<file path="config.mk">
export PLATFORM = sky130hd
export DESIGN_NAME = prot_rc_unit
export DESIGN_NICKNAME = d
export VERILOG_FILES = /design/src/rtl/prot_rc_pkg.sv /design/src/rtl/prot_perm_eval.sv /design/src/rtl/prot_rc_merge.sv /design/src/rtl/prot_rc_unit.sv
export SDC_FILE = /design/constraint.sdc
export NUM_CORES = 1
export LEC_CHECK = 0
export ABC_CLOCK_PERIOD_IN_PS = 800
export BUFFER_PORTS_ARGS = -buffer_cell sky130_fd_sc_hd__buf_4
export CAP_MARGIN = 25
export CORE_AREA = 8 8 137 113
export DETAILED_ROUTE_END_ITERATION = 8
export DIE_AREA = 0 0 145 121
export PLACE_DENSITY = 0.77
export SYNTH_ARGS = -nofsm -noshare
export SYNTH_HDL_FRONTEND = slang
export SYNTH_HIERARCHICAL = 1
export SYNTH_SLANG_ARGS = --single-unit
</file>
<file path="constraint.sdc">
create_clock -name clk -period 0.8 [get_ports clk]
set_input_delay 0.16 -clock clk [delete_from_list [all_inputs] [get_ports clk]]
set_output_delay 0.16 -clock clk [all_outputs]
set_load 0.02 [all_outputs]
</file>
<file path="src/rtl/prot_rc_pkg.sv">
package prot_rc_pkg;
  localparam logic [1:0] ACC_RD  = 2'd0;
  localparam logic [1:0] ACC_WR  = 2'd1;
  localparam logic [1:0] ACC_EX  = 2'd2;
  localparam logic [1:0] ACC_RD2 = 2'd3;

  localparam int AUTH_LO  = 0;
  localparam int PRIV_BIT = 3;
  localparam int ATTR_LO  = 4;
  localparam int REF_BIT  = 6;
  localparam int CHG_BIT  = 7;

  localparam logic [1:0] ATTR_NIO = 2'b10;

  localparam int CS_PROT  = 0;
  localparam int CS_GUARD = 1;
  localparam int CS_STORE = 2;

  localparam int RT_R = 0;
  localparam int RT_W = 1;
  localparam int RT_X = 2;
endpackage

</file>
<file path="src/rtl/prot_perm_eval.sv">
module prot_perm_eval
  import prot_rc_pkg::*;
(
  input  logic [2:0] auth,
  input  logic       priv_pg,
  input  logic [1:0] attr,
  input  logic [1:0] acc,
  input  logic       user_mode,
  input  logic       part_scope,
  input  logic [2:0] rights_mask,
  output logic       fault,
  output logic [2:0] cause,
  output logic [2:0] perm
);
  logic [2:0] granted;
  logic [2:0] needed;
  logic       guard_hit;

  always_comb begin
    if (!part_scope && priv_pg && user_mode)
      granted = 3'b000;
    else if (user_mode || priv_pg || part_scope)
      granted = auth;
    else
      granted = auth & rights_mask;
  end

  always_comb begin
    needed = '0;
    unique case (acc)
      ACC_WR:  needed[RT_W] = 1'b1;
      ACC_EX:  needed[RT_X] = 1'b1;
      default: needed[RT_R] = 1'b1;
    endcase
  end

  assign guard_hit = (acc == ACC_EX) && (attr == ATTR_NIO);

  always_comb begin
    cause = '0;
    fault = 1'b0;
    perm  = '0;
    if (guard_hit) begin
      fault           = 1'b1;
      cause[CS_GUARD] = 1'b1;
    end else if ((needed & ~granted) != 3'b000) begin
      fault          = 1'b1;
      cause[CS_PROT] = 1'b1;
    end else begin
      perm = granted;
      if (acc != ACC_WR) perm[RT_W] = 1'b0;
    end
    if (fault && acc == ACC_WR) cause[CS_STORE] = 1'b1;
  end
endmodule

</file>
<file path="src/rtl/prot_rc_merge.sv">
module prot_rc_merge
  import prot_rc_pkg::*;
#(
  parameter int PTE_W = 64
) (
  input  logic [PTE_W-1:0] pte_in,
  input  logic             is_write,
  input  logic             allow,
  output logic [PTE_W-1:0] pte_out,
  output logic             changed
);
  always_comb begin
    pte_out          = pte_in;
    pte_out[REF_BIT] = 1'b1;
    if (is_write) pte_out[CHG_BIT] = 1'b1;
  end

  assign changed = allow && (pte_out != pte_in);
endmodule

</file>
<file path="src/rtl/prot_rc_unit.sv">
module prot_rc_unit
  import prot_rc_pkg::*;
#(
  parameter int PTE_W  = 64,
  parameter int ADDR_W = 48
) (
  input  logic              clk,
  input  logic              rst_n,
  input  logic              req_valid,
  input  logic [PTE_W-1:0]  req_pte,
  input  logic [ADDR_W-1:0] req_addr,
  input  logic [1:0]        req_acc,
  input  logic              user_mode,
  input  logic              part_scope,
  input  logic [2:0]        rights_mask,
  output logic              rsp_valid,
  output logic              rsp_fault,
  output logic [2:0]        rsp_cause,
  output logic [2:0]        rsp_perm,
  output logic              wb_valid,
  output logic [ADDR_W-1:0] wb_addr,
  output logic [PTE_W-1:0]  wb_data
);
  logic             c_fault;
  logic [2:0]       c_cause;
  logic [2:0]       c_perm;
  logic [PTE_W-1:0] c_pte;
  logic             c_changed;

  prot_perm_eval u_eval (
    .auth        (req_pte[AUTH_LO +: 3]),
    .priv_pg     (req_pte[PRIV_BIT]),
    .attr        (req_pte[ATTR_LO +: 2]),
    .acc         (req_acc),
    .user_mode   (user_mode),
    .part_scope  (part_scope),
    .rights_mask (rights_mask),
    .fault       (c_fault),
    .cause       (c_cause),
    .perm        (c_perm)
  );

  prot_rc_merge #(.PTE_W(PTE_W)) u_merge (
    .pte_in   (req_pte),
    .is_write (req_acc == ACC_WR),
    .allow    (!c_fault),
    .pte_out  (c_pte),
    .changed  (c_changed)
  );

  logic              rv_d, flt_d, wbv_d;
  logic [2:0]        cs_d, pm_d;
  logic              dat_en;

  always_comb begin
    rv_d   = req_valid;
    flt_d  = req_valid && c_fault;
    cs_d   = req_valid ? c_cause : 3'b000;
    pm_d   = req_valid ? c_perm  : 3'b000;
    wbv_d  = req_valid && c_changed;
    dat_en = req_valid && c_changed;
  end

  always_ff @(posedge clk or negedge rst_n) begin
    if (!rst_n) begin
      rsp_valid <= 1'b0;
      rsp_fault <= 1'b0;
      rsp_cause <= '0;
      rsp_perm  <= '0;
      wb_valid  <= 1'b0;
    end else begin
      rsp_valid <= rv_d;
      rsp_fault <= flt_d;
      rsp_cause <= cs_d;
      rsp_perm  <= pm_d;
      wb_valid  <= wbv_d;
    end
  end

  always_ff @(posedge clk or negedge rst_n) begin
    if (!rst_n) begin
      wb_addr <= '0;
      wb_data <= '0;
    end else if (dat_en) begin
      wb_addr <= req_addr;
      wb_data <= c_pte;
    end
  end

  assert_wb_allowed_R8: assert property (@(posedge clk) disable iff (!rst_n)
    wb_valid |-> (rsp_valid && !rsp_fault));

  assert_wb_differs_R8: assert property (@(posedge clk) disable iff (!rst_n)
    $rose(wb_valid) |-> (wb_data != $past(req_pte)));

  assert_wb_ref_R6: assert property (@(posedge clk) disable iff (!rst_n)
    wb_valid |-> wb_data[REF_BIT]);

  assert_fault_noperm_R9: assert property (@(posedge clk) disable iff (!rst_n)
    rsp_fault |-> (rsp_perm == 3'b000 && !wb_valid));

  assert_store_only_write_R9: assert property (@(posedge clk) disable iff (!rst_n)
    rsp_cause[CS_STORE] |-> (rsp_fault && $past(req_acc) == ACC_WR));

  assert_nonwrite_now_R7: assert property (@(posedge clk) disable iff (!rst_n)
    (rsp_valid && $past(req_acc) != ACC_WR) |-> !rsp_perm[RT_W]);

  assert_guard_exec_R1: assert property (@(posedge clk) disable iff (!rst_n)
    ($past(req_valid) && $past(req_acc) == ACC_EX &&
     $past(req_pte[ATTR_LO +: 2]) == ATTR_NIO) |-> (rsp_fault && rsp_cause[CS_GUARD]));

  assert_rsp_follows_R10: assert property (@(posedge clk) disable iff (!rst_n)
    rsp_valid == $past(req_valid));
endmodule

</file>
==> Yosys cells after proc, flatten, opt, wreduce, memory -nomap -nowiden <==
Cells that the tools add are included.
{ "op_classes": {"eq_ne": 5, "n_mux": 16, "n_bitwise": 3, "reduce_logical": 13} }
{ "op_table": {"columns": ["operator", "n"], "rows": [
  ["$mux W3", 6],
  ["$mux W1", 10],
  ["$logic_and A1 B1 Y1", 7],
  ["$and A3 B3 Y3", 2],
  ["$eq A2 B2 Y1 const B", 2],
  ["$not A3 Y3", 1],
  ["$reduce_bool A3 Y1", 1],
  ["$eq A2 B1 Y1 const B", 1],
  ["$logic_not A1 Y1", 2],
  ["$logic_or A1 B1 Y1", 2],
  ["$ne A2 B1 Y1 const B", 1],
  ["$ne A2 B2 Y1", 1],
  ["$reduce_or A2 Y1", 1]
]} }
{ "totals": {"register_bits": 121, "in_bits": 122, "word_cells": 44} }

==> Longest topological paths before layout <==
Gate-level depths: netlist of the first run.
{ "depth": {"ltp_word": 12, "mapped_depth": 12} }

==> By module <==
Netlist of the first run, hierarchy kept.
{ "modules_own_cells": {"columns": ["module", "instances", "cells_each", "area_each_um2", "seq_area_each_um2"], "rows": [
  ["prot_rc_unit", 1, 256, 4812.1, 3027.9],
  ["prot_rc_merge", 1, 67, 496.7, 0.0],
  ["prot_perm_eval", 1, 33, 281.5, 0.0]
]} }

==> Worst setup path before layout of the first run <==
OpenSTA, ideal clock, no wires.
{ "synth_path": {"path_kind": "input-to-reg", "from": "input req_pte[3]", "to": "register wb_addr[39]", "setup_ns": 0.125, "t_arrival_ns": 2.031, "t_required_ns": 0.675, "path_slack_ns": -1.356, "path_stages": 11, "path_buffers": 4, "path_cell_list": "buf_2 -> or3_4 -> a31oi_4 -> nand4bb_4 -> inv_1 -> a21boi_1 -> and2_4 -> buf_6 -> buf_12 -> buf_12 -> mux2_4"} }
{ "synth_between": {"elab_chain_len": 12, "word_cells_on_any_way": 14, "cone_classes": "mux: 4; bitwise: 2; reduce/logical: 8"} }
{ "synth_rtl": {"columns": ["item", "line", "rtl"], "rows": [
  ["start, declared", "prot_rc_unit.sv:10", "input logic [PTE_W-1:0] req_pte,"],
  ["$logic_or A1 B1 Y1 (2 in series)", "prot_perm_eval.sv:22", "else if (user_mode || priv_pg || part_scope)"],
  ["$mux W3", "prot_perm_eval.sv:22", null],
  ["$mux W3 (*)", "prot_perm_eval.sv:20", "if (!part_scope && priv_pg && user_mode)"],
  ["$not A3 Y3 (*)", "prot_perm_eval.sv:46", "end else if ((needed & ~granted) != 3'b000) begin"],
  ["$and A3 B3 Y3 (*)", "prot_perm_eval.sv:46", null],
  ["$reduce_bool A3 Y1 (*)", "prot_perm_eval.sv:46", null],
  ["$mux W1 (*)", "prot_perm_eval.sv:46", null],
  ["$mux W1 (*)", "prot_perm_eval.sv:43", "if (guard_hit) begin"],
  ["net c_fault", "prot_rc_unit.sv:24", "logic c_fault;"],
  ["$logic_not A1 Y1 (*)", "prot_rc_unit.sv:46", ".allow (!c_fault),"],
  ["$logic_and A1 B1 Y1 (*)", "prot_rc_merge.sv:18", "assign changed = allow && (pte_out != pte_in);"],
  ["net c_changed", "prot_rc_unit.sv:28", "logic c_changed;"],
  ["$logic_and A1 B1 Y1 (*)", "prot_rc_unit.sv:61", "dat_en = req_valid && c_changed;"],
  ["end signal, assigned", "prot_rc_unit.sv:85", "wb_addr <= req_addr;"],
  ["end, declared", "prot_rc_unit.sv:21", "output logic [ADDR_W-1:0] wb_addr,"]
]} }
The timed path passes the listed nets; every way through them passes the cells marked *.
A chain may end at the register's enable or synchronous reset.

==> Worst setup path after layout of the first run <==
{ "layout_path": {"from": "input req_acc[0]", "to": "register wb_data[14]"} }
{ "layout_between": {"elab_chain_len": 10, "word_cells_on_any_way": 16, "cone_classes": "eq/ne: 3; mux: 6; bitwise: 1; reduce/logical: 6"} }
{ "layout_rtl": {"columns": ["item", "line", "rtl"], "rows": [
  ["start, declared", "prot_rc_unit.sv:12", "input logic [1:0] req_acc,"],
  ["$eq A2 B2 Y1 or $eq A2 B1 Y1 (tied branches)", "prot_perm_eval.sv:30, prot_perm_eval.sv:37", null],
  ["$reduce_or A2 Y1 (no source line)", null, null],
  ["$mux W1", "prot_perm_eval.sv:30", "unique case (acc)"],
  ["$and A3 B3 Y3", "prot_perm_eval.sv:46", null],
  ["$reduce_bool A3 Y1", "prot_perm_eval.sv:46", null],
  ["$mux W1", "prot_perm_eval.sv:46", null],
  ["$mux W1 (*)", "prot_perm_eval.sv:43", null],
  ["net c_fault", "prot_rc_unit.sv:24", null],
  ["$logic_not A1 Y1 (*)", "prot_rc_unit.sv:46", null],
  ["$logic_and A1 B1 Y1 (*)", "prot_rc_merge.sv:18", null],
  ["net c_changed", "prot_rc_unit.sv:28", null],
  ["$logic_and A1 B1 Y1 (*)", "prot_rc_unit.sv:61", null],
  ["end signal, assigned", "prot_rc_unit.sv:86", "wb_data <= c_pte;"],
  ["end, declared", "prot_rc_unit.sv:22", "output logic [PTE_W-1:0] wb_data"]
]} }
Marks and branches as above.

==> results of run 1 <==
-- flip-flops by register name, indices dropped and copies added (netlist names) --
| register | flops |
|---|---|
| rsp_valid | 1 |
| wb_addr | 48 |
| wb_data | 64 |
| rsp_fault | 1 |
| rsp_perm | 3 |
| wb_valid | 1 |
| rsp_cause | 3 |
-- worst max path at each step --
stage | endpoint | slack (ns) | depth (start not counted)
6_report | wb_data[14] | -1.02 | 12
5_1_grt | wb_data[14] | -1.02 | 12
4_1_cts | wb_addr[15] | -0.97 | 13
3_5_place_dp | wb_data[63] | -1.43 | 11
3_3_place_gp | wb_addr[47] | -1.38 | 11
2_1_floorplan | wb_addr[39] | -1.28 | 11
-- worst max-delay path: cells and delay by family --
kind / cells / cell delay, ns
AO/OA/AOI/OAI: 3 / 0.52
multiplexers: 1 / 0.32
buffers and inverters: 5 / 0.48
AND/OR/NAND/NOR: 2 / 0.38
adder cells (fa/ha/maj): 1 / 0.24
-- placed cells by master (no fill, tap or decap), types with 2 or more instances in the layout --
| master | n |
|---|---|
| sky130_fd_sc_hd__buf_12 | 7 |
| sky130_fd_sc_hd__buf_6 | 126 |
| sky130_fd_sc_hd__bufinv_16 | 2 |
| sky130_fd_sc_hd__dlygate4sd3_1 | 106 |
| sky130_fd_sc_hd__clkbuf_1 | 2 |
| sky130_fd_sc_hd__nor2b_1 | 2 |
| sky130_fd_sc_hd__buf_16 | 6 |
| sky130_fd_sc_hd__o2111ai_1 | 2 |
| sky130_fd_sc_hd__inv_1 | 2 |
| sky130_fd_sc_hd__nand2_1 | 3 |
| sky130_fd_sc_hd__clkbuf_8 | 4 |
| sky130_fd_sc_hd__clkbuf_16 | 22 |
| sky130_fd_sc_hd__nor3_1 | 2 |
| sky130_fd_sc_hd__a21oi_1 | 4 |
| sky130_fd_sc_hd__mux2_2 | 36 |
| sky130_fd_sc_hd__mux2_4 | 76 |
| sky130_fd_sc_hd__clkinv_2 | 2 |
| sky130_fd_sc_hd__dfrtp_1 | 121 |
| sky130_fd_sc_hd__clkinvlp_4 | 3 |
| sky130_fd_sc_hd__a21bo_2 | 2 |
| sky130_fd_sc_hd__buf_4 | 238 |
| sky130_fd_sc_hd__and2_1 | 8 |
-- power groups by stage --
stage / Clock [W] / Combinational (W) / Sequential [W]
4_1_cts: 0.00765 / 0.0110 / 0.00890
2_1_floorplan: 0 / 0.00269 / 0.0106
6_report: 0.00761 / 0.0122 / 0.00903
5_1_grt: 0.00806 / 0.0127 / 0.00917
3_3_place_gp: 0 / 0.00805 / 0.00864
3_5_place_dp: 0 / 0.00819 / 0.00872
-- cells by family (layout without fill, tap and decap cells) --
group                    count (synthesis)  in the layout  synth area share, %
multiplexers                           112            112                 27.2
flip-flops                             121            121                 54.2
adder cells (fa/ha/maj)                  2              2                0.448
AND/OR/NAND/NOR                         24             24                 3.04
buffers and inverters                   83            523                 12.8
other                                    1              2               0.0671
AO/OA/AOI/OAI                           13             13                 2.33
-- final cells by class --
class / count / share of cell area [%]
Tap cell: 180 / 2.15
Multi-Input combinational cell: 152 / 18.2
Sequential cell: 121 / 28.9
Clock buffer: 23 / 4.66
Antenna cell: 1 / 0.0239
Inverter: 4 / 0.215
Clock inverter: 7 / 0.884
Timing Repair Buffer: 489 / 45.0
-- layer usage --
layer	share of wire, %	vias to the layer above	GRT usage, %	routed length [µm]
met1	37	2279	22.9	7810
met4	3.3	0	9.44	688
met5	0	-	0	0
met3	6.6	51	7.94	1370
met2	53	214	38.8	11000
li1	-	2018	-	-
-- what timing repair did --
| action | in CTS | in global routing |
|---|---|---|
| endpoints found under the setup margin | 240 | 240 |
| resized for setup | 141 | 15 |
| pin swaps | 0 | 4 |
| gates cloned | 7 | 6 |
| hold buffers | 106 | 0 |
| setup buffers | 57 | 46 |
| endpoints found under the hold margin | 226 | 0 |
-- stage by stage --
stage                     total power [W]  setup TNS [ns]
after floorplan                    0.0133         -139.82
after global placement             0.0167         -154.91
after detailed placement           0.0169         -159.97
after CTS                          0.0275         -139.76
after global routing               0.0299         -152.79
final                              0.0288         -146.63
==> reports/qor.csv, run 1 <==
stage;metric;value;unit
status;status;complete, but fails checks;
status;violated_checks;negative setup slack;
die;design.core.area;13300;µm²
finish;multi_input_combinational_cell_area;1900;µm²
route;detail_route.wirelength;20.8;mm
power_and_ir_drop;seq_power_share;31.3;%
min_path;min-delay-start;req_pte[3];
yosys;synth.net_count;480;
power_and_ir_drop;cellLeakagePower;5.09;nW
worst_setup_path;cp.arrival;2.11;ns
yosys;ys.warnings.count;6;
yosys;synth_area;5590;µm²
yosys;synthFlopType;sky130_fd_sc_hd__dfrtp_1;
grt;global_route.usage.total;21.7;%
flow_run;drv.max_cap_violation_count;0;
sta;timing.hold.ws;0.0656;ns
finish;layout.nets;909;
route;avgRoutedWirePerCell;21.3;µm
sta;setup_ws;-1.02;ns
sta;finalSetupViolCount;240;
min_path;hp-class;primary input to register;
power_and_ir_drop;vdd_ir_drop_max;0.00179;V
worst_setup_path;path_max_fanout;8;
cts;cts_sinks;121;
min_path;holdPathStages;2;
worst_setup_path;cp.required;1.09;ns
placement;place_area;7210;µm²
cts;cts_buffers;17;
finish;finalCoreUtilization;79.0;%
yosys;synth_largest_type_area_fraction;54.2;%
grt;antenna_violations_before_repair;0;
die;initial_core_util;42.1;%
power_and_ir_drop;combinationalPowerShare;42.2;%
cts;cts.htree.levels;4;
power_and_ir_drop;pint;0.0200;W
route;drt_iter0_drc;197;
yosys;synth_cell_type_count;29;
grt;grt_overflow_total;0;
yosys;synthMostInstantiatedCell;sky130_fd_sc_hd__dfrtp_1;
worst_setup_path;r2r_end;wb_data[20];
yosys;total_of_flip_flops_plus_latches_after_synthesis;121;
placement;hpwl;10.6;mm
sta;finalClockSkew;0;ns
worst_setup_path;type_of_the_worst_setup_path;primary input to register;
placement;preCtsSetupSlack;-1.43;ns
sta;final_max_slew_viol_count;0;
route;drt_pre_antenna_iters;4;
finish;fin_cells;977;
yosys;postSynthCellCount;356;
worst_setup_path;crit_path_max_incr_delay;0.32;ns
route;detail_route.vias_per_cell;4.67;
finish;synth_to_final_area_change;87.4;%
die;core.rowCount;38;
worst_setup_path;r2r.worst_path.cells;3;
cts;worst_setup_hold_path_clk_slew;0.06;ns
placement;placer_congestion;0.901;
yosys;postSynthAreaPerCell;15.7;µm²
worst_setup_path;setup.worst_path.start_class;primary input;
power_and_ir_drop;power_switching;0.00882;W
sta;layout_min_cycle_time;1.82;ns
yosys;synth.area.top_cells;sky130_fd_sc_hd__dfrtp_1 (54%), sky130_fd_sc_hd__mux2_4 (19%), sky130_fd_sc_hd__buf_4 (9.1%);
yosys;post_synth_most_frequent_cells;sky130_fd_sc_hd__dfrtp_1 (121), sky130_fd_sc_hd__mux2_4 (69), sky130_fd_sc_hd__buf_4 (68), sky130_fd_sc_hd__mux2_2 (43);
cts;max-clock-path-buffers;2;
route;ant_nets;0;
worst_setup_path;crit_slowest_cell;sky130_fd_sc_hd__mux2_4;
sta;hold_viol_final;0;
cts;cts-root-buf;sky130_fd_sc_hd__clkbuf_16;
finish;area.sequential;3030;µm²
finish;final_design_area_excluding_fillers;10500;µm²
grt;global_route_wire_length_before_repair;29.3;mm
die;ios;243;
die;fp.dieArea;17500;µm²
worst_setup_path;r2r_setup_slack;-0.27;ns
placement;port-buffer-count;242;
finish;layout.filler_cells;686;
worst_setup_path;timing.critical_path.cells;buf_8 -> inv_8 -> ha_4 -> a21bo_4 -> a31oi_4 -> nand4bb_4 -> inv_2 -> a21boi_2 -> and2_4 -> buf_12 -> clkbuf_16 -> mux2_4;
power_and_ir_drop;power.share.clock;26.4;%
yosys;synth_largest_area_cell;sky130_fd_sc_hd__dfrtp_1;
yosys;synthArstFlopShare;100;%
route;route.detailed.drc;0;
sta;rsz0062_at_grt;yes;
sta;fmax;0.550;GHz
cts;worstSkewPairLatency;0.41;ns
worst_setup_path;end_kind;register;
yosys;synth_enable_flop_cells;0;
finish;layout-drive-gt1-share;67.5;%
grt;vias_in_the_first_global_route;5161;
worst_setup_path;setup.worst_path.start;req_acc[0];
die;die_width;145;µm
min_path;hold_end;wb_data[3];
die;die_y;121;µm
cts;cts_tree;done;
placement;numPlacedInstances;727;
sta;final_clock_period_utilization_by_the_worst_path;227;%
power_and_ir_drop;switching_share;30.6;%
power_and_ir_drop;power_density;2750;nW/µm²
grt;grt_max_degree;50;
route;detailroute.via_count;4562;
yosys;synth_seq_area_share;54.2;%
worst_setup_path;worstReg2RegStart;wb_data[20];
No activity file was read; power rests on OpenSTA's default activity.
==> run 2: changes to the inputs <==
ABC_CLOCK_PERIOD_IN_PS = 1550   (was 800)
clock period = 1.55 ns   (was 0.8 ns; I/O delays follow)
==> run 2 against run 1 <==
Net effect: the run still ends with negative setup slack left; core utilization down 18 points; worst hold slack worse by 0.0034 ns; register-to-register slack better by 1.0 ns; sequential share of layout area is 8.4 points higher; critical path depth is 1 lower; final area decreased by 22%; final cell count decreased by 20%; critical path type unchanged; sequential cell count did not move; combinational power decreased by 64%; setup slack improved by 0.72 ns.
==> reports/qor.csv, run 2 (synthesized netlist as in run 1, its figures left out) <==
stage;metric;value;unit
finish;largest_register;wb_data;
route;detail_route.vias_per_cell;4.59;
cts;cts_buffers;17;
sta;tns;-28.18;ns
sta;finalClockSkew;0;ns
power_and_ir_drop;vdd_ir_drop_max;0.000750;V
min_path;hp-class;primary input to register;
power_and_ir_drop;power.share.clock;28.7;%
sta;final_max_slew_viol_count;0;
route;avgRoutedWirePerCell;18.8;µm
status;violated_checks;negative setup slack;
sta;finalSetupViolCount;112;
finish;layout.filler_cells;1014;
die;die_width;145;µm
power_and_ir_drop;combinationalPowerShare;35.2;%
finish;layout.nets;713;
flow_run;drv.max_cap_violation_count;0;
placement;place_area;7270;µm²
cts;cts_tree;done;
placement;placer_congestion;0.824;
power_and_ir_drop;seq_power_share;36.1;%
finish;synth_to_final_area_change;45.3;%
sta;hold_viol_final;0;
sta;rsz0062_at_grt;yes;
route;route.detailed.drc;0;
cts;cts-root-buf;sky130_fd_sc_hd__clkbuf_16;
sta;timing.hold.ws;0.0622;ns
worst_setup_path;cp.arrival;2.14;ns
sta;setup_ws;-0.293;ns
grt;grt_max_degree;56;
power_and_ir_drop;cellLeakagePower;4.00;nW
power_and_ir_drop;power_switching;0.00383;W
finish;fin_cells;780;
cts;max-clock-path-buffers;2;
status;status;complete, but fails checks;
placement;hpwl;10.4;mm
route;drt_iter0_drc;127;
route;drt_pre_antenna_iters;4;
grt;grt_overflow_total;0;
sta;fmax;0.543;GHz
die;initial_core_util;42.1;%
worst_setup_path;end_kind;register;
worst_setup_path;setup.worst_path.start_class;primary input;
grt;antenna_violations_before_repair;0;
placement;preCtsSetupSlack;-0.809;ns
power_and_ir_drop;power_density;1520;nW/µm²
die;die_y;121;µm
cts;cts.htree.levels;4;
cts;worst_setup_hold_path_clk_slew;0.05;ns
sta;final_clock_period_utilization_by_the_worst_path;119;%
worst_setup_path;path_max_fanout;16;
finish;final_design_area_excluding_fillers;8120;µm²
finish;largest_register_ffs;64;
route;detailroute.via_count;3583;
power_and_ir_drop;pint;0.00854;W
die;fp.dieArea;17500;µm²
die;core.rowCount;38;
cts;worstSkewPairLatency;0.41;ns
finish;final_common_cell;sky130_fd_sc_hd__buf_4;
grt;vias_in_the_first_global_route;4129;
worst_setup_path;type_of_the_worst_setup_path;primary input to register;
die;ios;243;
finish;reg_top3;wb_data (64), wb_addr (48);
placement;port-buffer-count;242;
grt;global_route_wire_length_before_repair;22.7;mm
finish;final_cell_mix;sky130_fd_sc_hd__buf_4 (274), sky130_fd_sc_hd__dfrtp_1 (121), sky130_fd_sc_hd__mux2_4 (71);
finish;diodes;0;
grt;global_route.usage.total;16.4;%
route;ant_nets;0;
power_and_ir_drop;switching_share;30.9;%
route;detail_route.wirelength;14.7;mm
placement;numPlacedInstances;736;
worst_setup_path;cp.required;1.84;ns
finish;layout-drive-gt1-share;74.0;%
die;design.core.area;13300;µm²
sta;layout_min_cycle_time;1.84;ns
cts;cts_sinks;121;
## run 2: final timing paths
check | depth (start not counted) | from | endpoint | slack (ns)
worst max-delay path | 11 | req_acc[1] | wb_data[18] | -0.29
worst min-delay path | 1 | req_valid | rsp_valid | 0.06
worst max register to register | 1 | wb_addr[35] | wb_addr[35] | 0.76
worst min register to register | 1 | wb_addr[25] | wb_addr[25] | 0.51
max in group asynchronous | 3 | rst_n | wb_addr[43] | 0.61
min in group asynchronous | 2 | rst_n | wb_data[55] | 0.36
## run 2: cell type report
| cell class | instances | area [µm²] | share of cell area [%] |
|---|---|---|---|
| multi-input combinational | 152 | 1880 | 23.1 |
| clock inverter | 9 | 77.6 | 0.955 |
| sequential | 121 | 3030 | 37.3 |
| timing repair buffer | 293 | 2440 | 30.1 |
| clock buffer | 21 | 450 | 5.55 |
| tap | 180 | 225 | 2.77 |
| inverter | 4 | 17.5 | 0.216 |
## run 2: routing by layer
| metal | vias up | GRT usage (%) | wire [µm] |
|---|---|---|---|
| li1 | 1618 | - | - |
| met1 | 1780 | 18.6 | 6000 |
| met2 | 156 | 26.2 | 7140 |
| met3 | 29 | 7.94 | 1200 |
| met4 | 0 | 7.21 | 344 |
| met5 | - | 0 | 0 |
## run 2: repair_timing
action | in CTS | in global routing
endpoints found under the hold margin | 19 | 0
setup endpoints to repair | 113 | 113
buffers inserted | 5 | 2
hold buffers | 1 | 0
cloned | 3 | 4
resized for setup | 17 | 7
## run 2: stage by stage
step	utilization, %	total power, W
after global routing	61.2	0.0129
after CTS	60.4	0.0125
after global placement	54.8	0.00863
after detailed placement	54.8	0.00875
after floorplan	-	0.00684
final	61.2	0.0124
## run 2: worst max-delay path: stages
cell	delay [ns]
sky130_fd_sc_hd__buf_8	0.10
sky130_fd_sc_hd__ha_4	0.24
sky130_fd_sc_hd__a21bo_4	0.22
sky130_fd_sc_hd__a31oi_4	0.14
sky130_fd_sc_hd__nand4bb_4	0.16
sky130_fd_sc_hd__inv_2	0.03
sky130_fd_sc_hd__a21boi_2	0.13
sky130_fd_sc_hd__and2_4	0.17
sky130_fd_sc_hd__buf_12	0.16
sky130_fd_sc_hd__buf_12	0.16
sky130_fd_sc_hd__mux2_4	0.30
## run 2: power by group through the flow
stage	Sequential (W)	Combinational [W]	Clock, W
finish	0.00447	0.00435	0.00355
global route	0.00457	0.00457	0.00381
CTS	0.00447	0.00436	0.00364
detailed placement	0.00450	0.00425	0
global placement	0.00446	0.00417	0
floorplan	0.00546	0.00138	0
